--- src/rtl/pattern_period_ctrl.sv ---
module pattern_period_ctrl #(
  parameter int PERIOD_W   = 16,
  parameter int PRESCALE_W = 5,
  parameter int DELAY_W    = 16,
  parameter int COUNT_W    = 16
) (
  input  logic                  clk,
  input  logic                  rst_n,
  input  logic                  run,
  input  logic                  trig_in,
  input  logic [PRESCALE_W-1:0] prescale,
  input  logic [PERIOD_W-1:0]   period_len,
  input  logic [DELAY_W-1:0]    start_delay,
  input  logic [1:0]            mode,
  input  logic [COUNT_W-1:0]    repeat_count,
  output logic                  pattern_on,
  output logic                  period_start,
  output logic                  pattern_done
);
  typedef enum logic [1:0] {ST_IDLE, ST_WAIT, ST_ON} st_t;

  st_t                   state;
  logic [2:0]            sync;
  logic [DELAY_W-1:0]    dly_cnt;
  logic [PRESCALE_W-1:0] pre_cnt;
  logic [PERIOD_W-1:0]   per_cnt;
  logic [COUNT_W-1:0]    rep_cnt;
  logic                  done_q;

  wire trig_rise = sync[1] & ~sync[2];
  wire periodic  = (mode != 2'b00);
  wire finite    = (mode == 2'b10);

  wire [PRESCALE_W-1:0] pre_max = (prescale == '0)     ? '0 : prescale - 1'b1;
  wire [PERIOD_W-1:0]   per_max = (period_len == '0)   ? '0 : period_len - 1'b1;
  wire [COUNT_W-1:0]    rep_max = (repeat_count == '0) ? '0 : repeat_count - 1'b1;

  wire pre_last = (pre_cnt == pre_max);
  wire per_last = (per_cnt == per_max);
  wire rep_last = (rep_cnt == rep_max);

  always_ff @(posedge clk) begin
    if (!rst_n) begin
      state   <= ST_IDLE;
      sync    <= '0;
      dly_cnt <= '0;
      pre_cnt <= '0;
      per_cnt <= '0;
      rep_cnt <= '0;
      done_q  <= 1'b0;
    end else begin
      sync   <= {sync[1:0], trig_in};
      done_q <= 1'b0;
      case (state)
        ST_IDLE: begin
          if (run && trig_rise) begin
            state   <= ST_WAIT;
            dly_cnt <= start_delay;
          end
        end
        ST_WAIT: begin
          if (!run) begin
            state <= ST_IDLE;
          end else if (dly_cnt == '0) begin
            state   <= ST_ON;
            pre_cnt <= '0;
            per_cnt <= '0;
            rep_cnt <= '0;
          end else begin
            dly_cnt <= dly_cnt - 1'b1;
          end
        end
        ST_ON: begin
          if (!run || trig_rise) begin
            state <= ST_IDLE;
          end else if (pre_last) begin
            pre_cnt <= '0;
            if (per_last) begin
              per_cnt <= '0;
              if (finite && rep_last) begin
                state  <= ST_IDLE;
                done_q <= 1'b1;
              end else begin
                rep_cnt <= rep_cnt + 1'b1;
              end
            end else begin
              per_cnt <= per_cnt + 1'b1;
            end
          end else begin
            pre_cnt <= pre_cnt + 1'b1;
          end
        end
        default: state <= ST_IDLE;
      endcase
    end
  end

  assign pattern_on   = (state == ST_ON);
  assign period_start = pattern_on && periodic && (pre_cnt == '0) && (per_cnt == '0);
  assign pattern_done = done_q;
endmodule


--- config.mk ---
export PLATFORM = sky130hd
export DESIGN_NAME = pattern_period_ctrl
export DESIGN_NICKNAME = d
export VERILOG_FILES = /design/src/rtl/pattern_period_ctrl.sv
export SDC_FILE = /design/constraint.sdc
export NUM_CORES = 1
export LEC_CHECK = 0
export BUFFER_PORTS_ARGS = -buffer_cell sky130_fd_sc_hd__buf_2
export CAP_MARGIN = 10
export CORE_ASPECT_RATIO = 2
export CORE_MARGIN = 2
export CORE_UTILIZATION = 44
export CTS_CLUSTER_SIZE = 24
export DETAILED_ROUTE_END_ITERATION = 6
export GPL_ROUTABILITY_DRIVEN = 0
export GPL_TIMING_DRIVEN = 0
export SYNTH_ARGS = -nofsm -noshare
export SYNTH_HDL_FRONTEND = slang
export SYNTH_SLANG_ARGS = --single-unit
--- constraint.sdc ---
create_clock -name clk -period 10.9 [get_ports clk]
set_input_delay 1.09 -clock clk [delete_from_list [all_inputs] [get_ports clk]]
set_output_delay 1.09 -clock clk [all_outputs]
set_load 0.1 [all_outputs]
# After elaboration in Yosys (flattened, before gate mapping)
# Index checks and enable logic that the tools add are counted.
# classes
bitwise_logic	6
shift	0
n_mul	0
n_reduce_logical	23
magnitude_cmp	0
muxes	32
div	0
add_sub_neg	7
n_eq_ne	18
# op_table
op	count
16-bit 2-to-1 mux	14
16-bit case mux with 2 select lines	3
16-bit zero test	4
16-bit by 1-bit subtractor with 16-bit output, second input constant	3
16-bit by 1-bit adder with 16-bit output, second input constant	2
16-bit == test	2
5-bit 2-to-1 mux	5
2-bit 2-to-1 mux	7
2-bit != test, second input constant	6
5-bit zero test	2
5-bit case mux with 2 select lines	1
5-bit AND reduction	2
3-bit by 1-bit != test with 1-bit output, second input constant	3
4-bit AND reduction	2
7-bit AND reduction	1
2-bit case mux with 3 select lines	1
2-bit nonzero test	3
5-bit by 1-bit adder with 5-bit output, second input constant	1
5-bit == test	1
1-bit logical AND	5
1-bit NOT	5
5-bit OR reduction	1
5-bit by 1-bit subtractor with 5-bit output, second input constant	1
2-bit == test, second input constant	2
8 further kinds	9
# totals
mem_bits_ro	0
regBits	59
inputBits	59
ramBits	0
memories	0
latchBits	0

# Logic depth before layout (Yosys ltp)
# Gate-level depths: netlist of the first run.
# depth
word_depth	9
ltp_mapped	14
depth_no_buf	11

# Worst setup path before layout of the first run
# No wires, ideal clock.
# synth_timing
path_type	register to output
startpoint	register state[1]
endpoint	output period_start
stages_incl_launch_ff	5
path_slack_ps	5055
path_buffers	1
arrival_ps	4755
required_ps	9810
cell_sequence	dfxtp_1 nor2b_1 clkbuf_1 o2111ai_1 nor4_1
# synth_between
elab_chain_cells	4
# synth_rtl
element	line_no	rtl
from (decl)	22	st_t state;
from (signal assigned)	44	state <= ST_IDLE;
from (signal assigned)	57	state <= ST_WAIT;
from (signal assigned)	63	state <= ST_IDLE;
2-bit == test	98	assign pattern_on = (state == ST_ON);
via pattern_on	16	output logic pattern_on,
1-bit logical AND (3 in a row)	99	assign period_start = pattern_on && periodic && (pre_cnt == '0) && (per_cnt == '0);
to (decl)	17	output logic period_start,
# The timed path passes the listed nets, and every way through them passes these cells.

# Worst setup path after layout of the first run
# layout_timing
startpoint	input period_len[0]
endpoint	register state[1]
# layout_between
elab_chain_cells	5
elab_cells_between_ends	6
cone_classes	add/sub: 1; eq/ne: 2; mux: 1; reduce/logical: 2
# layout_rtl
element	line_no	rtl
from (decl)	12	input logic [PERIOD_W-1:0] period_len,
16-bit by 1-bit subtractor with 16-bit output or 16-bit zero test (tied branches)	35	wire [PERIOD_W-1:0] per_max = (period_len == '0) ? '0 : period_len - 1'b1;
16-bit 2-to-1 mux *	35	
16-bit == test *	39	wire per_last = (per_cnt == per_max);
3-bit by 1-bit != test with 1-bit output (no line) *	--	
5-bit AND reduction (no line) *	--	
# Mark *: on every way between the ends. The rest lies on a longest branch, timed or not.
# A chain may end at the register's enable or synchronous reset.

==> flow_metrics.tcl, run 1 <==
set metrics [dict create \
    synth_cell_type_count 81 \
    ys_seq_elements 59 \
    clk_pin_slew_worst_paths_ns 0.05 \
    synthTopCellsByArea "dfxtp_1 (22%), o21ai_0 (4.6%), xnor2_1 (4.6%)" \
    clock.fmax_ghz 0.2171 \
    worst_pin_slew_ns 1.280 \
    synth-async-reset-ratio_pct 0 \
    ant_nets 0 \
    place_area_um2 5762 \
    hold_viol 0 \
    period_share_pct 42.26 \
    synth_top_area_share_pct 22.24 \
    fin_skew_ns 0.008727 \
    power.density_nw_per_um2 103.3 \
    synth_area_leader_cell "dfxtp_1" \
    worst_skew_pair.late_latency_ns 0.32 \
    drv_slew 0 \
    postCtsSetupRepairBufs 0 \
    rsz0062_at_grt "no" \
    die_height_um 159.4 \
    synth_flop_cell "dfxtp_1" \
    ys_seq_area_share_pct 22.24 \
    htree_levels 3 \
    nets 854 \
    port_buffers 54 \
    setup.worst_path.class "in -> reg" \
    setup_viol 0 \
    num_rows 56 \
    cts_resized 0 \
    core_area_um2 11770 \
    cts_made_buffers 9 \
    cts_tree "yes" \
    ctsLongestPathBuffers 2 \
    wl_per_cell_um 19.30 \
    firstDrtPassIters 5 \
    start_kind "input pin" \
    power_mw 0.6288 \
    vias 5879 \
    initial_utilization_pct 45.11 \
    syn_avg_cell_area_um2 7.365 \
    drc 0 \
    dp_hpwl_mm 14.16 \
    vias_per_cell 6.288 \
    end_kind "flip-flop" \
    min-delay-path-class "reg -> reg" \
    synth_edf_count 0 \
    ioPinCount 62 \
    root_buffer "clkbuf_16" \
    syn_inst 721 \
    status "finished, final reports clean" \
    routed_wl_mm 18.05 \
    fin_area_um2 6088 \
    cp_max_fo 8 \
    die_area_um2 13020 \
    synth_warnings 0 \
    crit_arrival_ns 4.79 \
    syn_nets 789 \
    period_needed_ns 4.606 \
    grt_pass1_vias 5676 \
    fill_cells 1203 \
    antenna_found_initial 0 \
    slew_headroom_pct 13.87 \
    clock-sinks 59 \
    grt_pass1_wl_mm 27.94 \
    total_leakage_power_nw 2.186 \
    fin_tns_setup_ns 0 \
    synthToLayoutAreaGrowth_pct 14.66 \
    netlist_area_um2 5310 \
    grt_start_max_net_pins 11 \
    hold_buffers 0 \
    grt_overflow 0 \
    worst_ep_required_time_ns 11.08 \
    diodes 0 \
    drt_iter0_drc 277 \
    die_x_um 81.68 \
    drive_gt1_share_pct 13.42 \
    vdd_drop_max_mv 0.1153 \
    cap_violations 0 \
    grt_use_total_pct 27.94 \
]
[synthesized netlist by cell type, types with 7 or more instances]
cell type / instances
nand2_1: 62
nor2_1: 61
dfxtp_1: 59
o21ai_0: 49
a21oi_1: 36
clkbuf_1: 33
xnor2_1: 28
inv_1: 25
nand4_1: 24
nor3_1: 23
nand3_1: 21
nor4_1: 20
or3_1: 20
and2_1: 16
or4_1: 16
xor2_1: 15
nor2b_1: 13
and3_1: 12
nand2b_1: 12
or2_2: 11
ha_1: 9
mux2i_1: 9
o211ai_1: 9
o31ai_1: 8
buf_2: 7
o31a_1: 7
[metrics by stage]
stage / instances / utilization, % / hold slack (ns) / setup slack [ns]
after floorplan: 721 / - / 0.4119 / 5.055
after global placement: 920 / 48.95 / 0.4175 / 6.026
after detailed placement: 920 / 48.95 / 0.4257 / 6.015
after CTS: 935 / 51.72 / 0.4390 / 6.344
after global routing: 935 / 51.72 / 0.4512 / 6.179
final: 935 / 51.72 / 0.4352 / 6.294
[flip-flops by register name, indices dropped and copies added (netlist names)]
name,flops
pattern_done,1
dly_cnt,16
sync,3
rep_cnt,16
state,2
per_cnt,16
pre_cnt,5
[cells in the final DEF (no fill, tap or decap), types with 7 or more instances in the layout]
cell type  instances
a21oi_1           36
or3_1             20
inv_1             25
nand2_1           62
o211ai_1           9
nand2b_1          12
xnor2_1           28
buf_2             61
o21ai_0           49
and3_1            12
clkbuf_1          33
xor2_1            15
clkbuf_16          9
mux2i_1            9
ha_1               9
and2_1            16
or2_2             11
nor3_1            23
nor4_1            20
o31ai_1            8
or4_1             16
nand3_1           21
nor2_1            61
nand4_1           24
dfxtp_1           59
o31a_1             7
nor2b_1           13
[worst max-delay path: stages]
cell       delay (ns)
buf_2            0.12
inv_1            0.08
ha_1             0.22
or4b_1           0.44
buf_4            0.19
or4_1            0.55
mux2i_1          0.22
a2111oi_1        0.33
nand4_1          0.27
or3_1            0.40
or4_1            0.51
o21ai_0          0.23
a21oi_1          0.12
[per-layer routing]
metal,global-route usage (%),vias up,part of all wire (%)
li1,-,2833,-
met1,24.85,2739,34
met2,51.97,218,53
met3,4.875,89,4.3
met4,21.67,0,8.7
met5,0,-,0
[final timing paths]
check                                        startpoint                        to  slack (ns)  cells after the start
worst max-delay path                      period_len[0]     state[1]$_SDFFE_PN0P_        6.29                     13
worst min-delay path                 sync[0]$_SDFF_PN0_        sync[1]$_SDFF_PN0_        0.44                      1
worst max register to register  dly_cnt[0]$_SDFFE_PN0P_  rep_cnt[14]$_SDFFE_PN0P_        6.88                     11
worst min register to register       sync[0]$_SDFF_PN0_        sync[1]$_SDFF_PN0_        0.44                      1
[cells by family (layout without fill, tap and decap cells)]
group,after synthesis,count (layout),synth area share (%)
and+or+nand+nor,341,341,36.07
DFF,59,59,22.24
xor gates and xnor gates,45,45,7.964
adders and majority gates,9,9,2.121
muxes,9,9,1.697
buffers and inverters,71,140,5.631
AOI/OAI and AO/OA,187,187,24.27
[report_power, final]
part           total (mW)  internal [mW]  switching [mW]
Clock               0.308          0.211          0.0969
Combinational      0.0996         0.0372          0.0624
Sequential          0.221          0.219         0.00267
Total               0.629          0.467           0.162
[final cells by class]
type | instances | area, um^2 | area share (%)
multi-input cells | 591 | 3830 | 62.91
flip-flops and latches | 59 | 1181 | 19.40
repair buffers | 54 | 270.3 | 4.439
clock buffers | 11 | 252.7 | 4.151
plain buffers | 46 | 205.2 | 3.370
well taps | 145 | 181.4 | 2.980
inverters | 25 | 93.84 | 1.541
clock inverters | 4 | 73.82 | 1.212
Note: power is estimated with default switching activity, not from simulation.
==> inputs of run 2 (changes only) <==
Settings changed: PLACE_DENSITY from default to 0.65.
Clock period 10.9 ns to 4 ns, I/O delays scaled along.
==> run 2 against run 1 <==
Net effect:
- sequential share of layout area fell by 0.11 points
- count of clock-buffer cells in the layout fell by 1
- register-to-register slack got worse by 6.6 ns
- die area unchanged
- clock power rose to 2.7 times the previous value
- non-clock buffer count did not move
- sequential cell count did not move
- critical endpoint is now per_cnt[7]$_SDFFE_PN0P_
- wire length decreased by 9.1%
==> flow_metrics.tcl, run 2 (synthesis gave the netlist of run 1 again) <==
set metrics [dict create \
    largest_registers "dly_cnt: 16 flops, per_cnt: 16 flops, rep_cnt: 16 flops" \
    slew_headroom_pct 43.25 \
    drc 0 \
    reg2reg_slack_ns 0.32 \
    diodes 0 \
    initial_utilization_pct 45.11 \
    hold_path_end "sync[0]$_SDFF_PN0_" \
    start_kind "input pin" \
    route.met3.wl_um 723 \
    die_x_um 81.68 \
    worst_skew_pair.late_latency_ns 0.33 \
    grt_overflow 0 \
    nets 854 \
    drt_iter0_drc 456 \
    period_needed_ns 3.841 \
    htree_levels 3 \
    clock-sinks 59 \
    rsz0062_at_grt "no" \
    clk_pin_slew_worst_paths_ns 0.05 \
    cp_slowest_stage_delay_ns 0.56 \
    ctsLongestPathBuffers 2 \
    fin_skew_ns 0.007994 \
    total_leakage_power_nw 2.194 \
    firstDrtPassIters 7 \
    vias_per_cell 6.216 \
    cts_tree "yes" \
    grt_pass1_vias 5502 \
    status "finished, final reports clean" \
    whs_path_depth 2 \
    path_cells "buf_2 > inv_1 > ha_1 > or4b_1 > buf_4 > or4_1 > mux2i_1 > a2111oi_1 > nand4_1 > or3_1 > o31a_1 > o21ai_2 > buf_6 > nor2_1" \
    min-delay-path-class "in -> reg" \
    hold_viol 0 \
    ant_nets 0 \
    port_buffers 54 \
    worst_ep_required_time_ns 4.22 \
    grt_use_total_pct 24.97 \
    ioPinCount 62 \
    layout_commonest_cell "nand2_1" \
    setup_viol 0 \
    core_area_um2 11770 \
    end_kind "flip-flop" \
    setup.worst_path.class "in -> reg" \
    postCtsSetupRepairBufs 0 \
    worst_pin_slew_ns 0.8475 \
    synthToLayoutAreaGrowth_pct 15.32 \
    drive_gt1_share_pct 13.91 \
    layout_setup_ws_ns 0.1591 \
    cts_resized 0 \
    crit_family "simple AND/OR/NAND/NOR gates" \
    r2r_start "dly_cnt[0]$_SDFFE_PN0P_" \
    num_rows 56 \
    die_area_um2 13020 \
    die_height_um 159.4 \
    cts_made_buffers 9 \
    grt_pass1_wl_mm 25.85 \
    fill_cells 1170 \
    wl_per_cell_um 17.53 \
    vias 5818 \
    r2r_cells 11 \
    power.density_nw_per_um2 279.9 \
    hold_start "trig_in" \
    routed_wl_mm 16.41 \
    antenna_found_initial 0 \
    cap_violations 0 \
    root_buffer "clkbuf_16" \
    crit_arrival_ns 4.06 \
    final_cell_mix "nand2_1 (62), nor2_1 (61), buf_2 (61)" \
    period_share_pct 96.02 \
    preCtsSetupSlack_ns -0.1528 \
    cp_max_fo 10 \
    worst-path-buf-inv 4 \
    hold_slack_ns 0.2770 \
    wl_met1_mm 6.071 \
    r2r_end "rep_cnt[14]$_SDFFE_PN0P_" \
    grt_start_max_net_pins 12 \
    met2WireLength_mm 8.830 \
    dp_hpwl_mm 12.76 \
    drv_slew 0 \
    clock.fmax_ghz 0.2604 \
    vdd_drop_max_mv 0.2960 \
    top_layer_used "met4" \
    hold_buffers 0 \
    crit_slowest_cell "or4_1" \
]
run 2: through the flow:
step	power [mW]	instance area [um^2]	util, %	instances	setup TNS [ns]
after floorplan	0.7825	5325	-	721	0
after global placement	0.8671	5777	49.08	920	-1.636
after detailed placement	0.8734	5777	49.08	920	-2.055
after CTS	1.724	6105	51.86	936	0
after global routing	1.779	6123	52.02	936	0
final	1.714	6123	52.02	936	0
run 2: where the power goes:
group          switching, mW  leakage, nW  total [mW]  internal (mW)
clock                  0.284        0.155       0.846          0.561
combinational          0.164         1.56       0.266          0.102
sequential           0.00742        0.476       0.603          0.595
run 2: area by class of cell:
class / instances / area, um^2 / area share, %
Tap cell: 145 / 181.4 / 2.963
Multi-Input combinational cell: 591 / 3864 / 63.10
Inverter: 25 / 93.84 / 1.532
Sequential cell: 59 / 1181 / 19.29
Clock buffer: 10 / 239.0 / 3.903
Clock inverter: 6 / 88.84 / 1.451
Buffer: 46 / 205.2 / 3.351
Timing Repair Buffer: 54 / 270.3 / 4.414
run 2: routing by layer:
metal	vias to the layer above	track usage (%)
li1	2830	-
met1	2716	25.04
met2	214	46.57
met3	58	4.365
met4	0	12.95
met5	-	0
run 2: worst max-delay path by stage:
| stage | from | endpoint | slack, ns | depth (start not counted) |
|---|---|---|---|---|
| after floorplan | period_len[0] | per_cnt[10]$_SDFFE_PN0P_ | 0.44 | 13 |
| after global placement | period_len[0] | per_cnt[10]$_SDFFE_PN0P_ | -0.12 | 14 |
| after detailed placement | period_len[0] | rep_cnt[15]$_SDFFE_PN0P_ | -0.15 | 14 |
| after CTS | dly_cnt[0]$_SDFFE_PN0P_ | rep_cnt[15]$_SDFFE_PN0P_ | 0.0004 | 12 |
| after global routing | period_len[0] | per_cnt[15]$_SDFFE_PN0P_ | 0.004 | 14 |
| final | period_len[0] | per_cnt[7]$_SDFFE_PN0P_ | 0.16 | 14 |
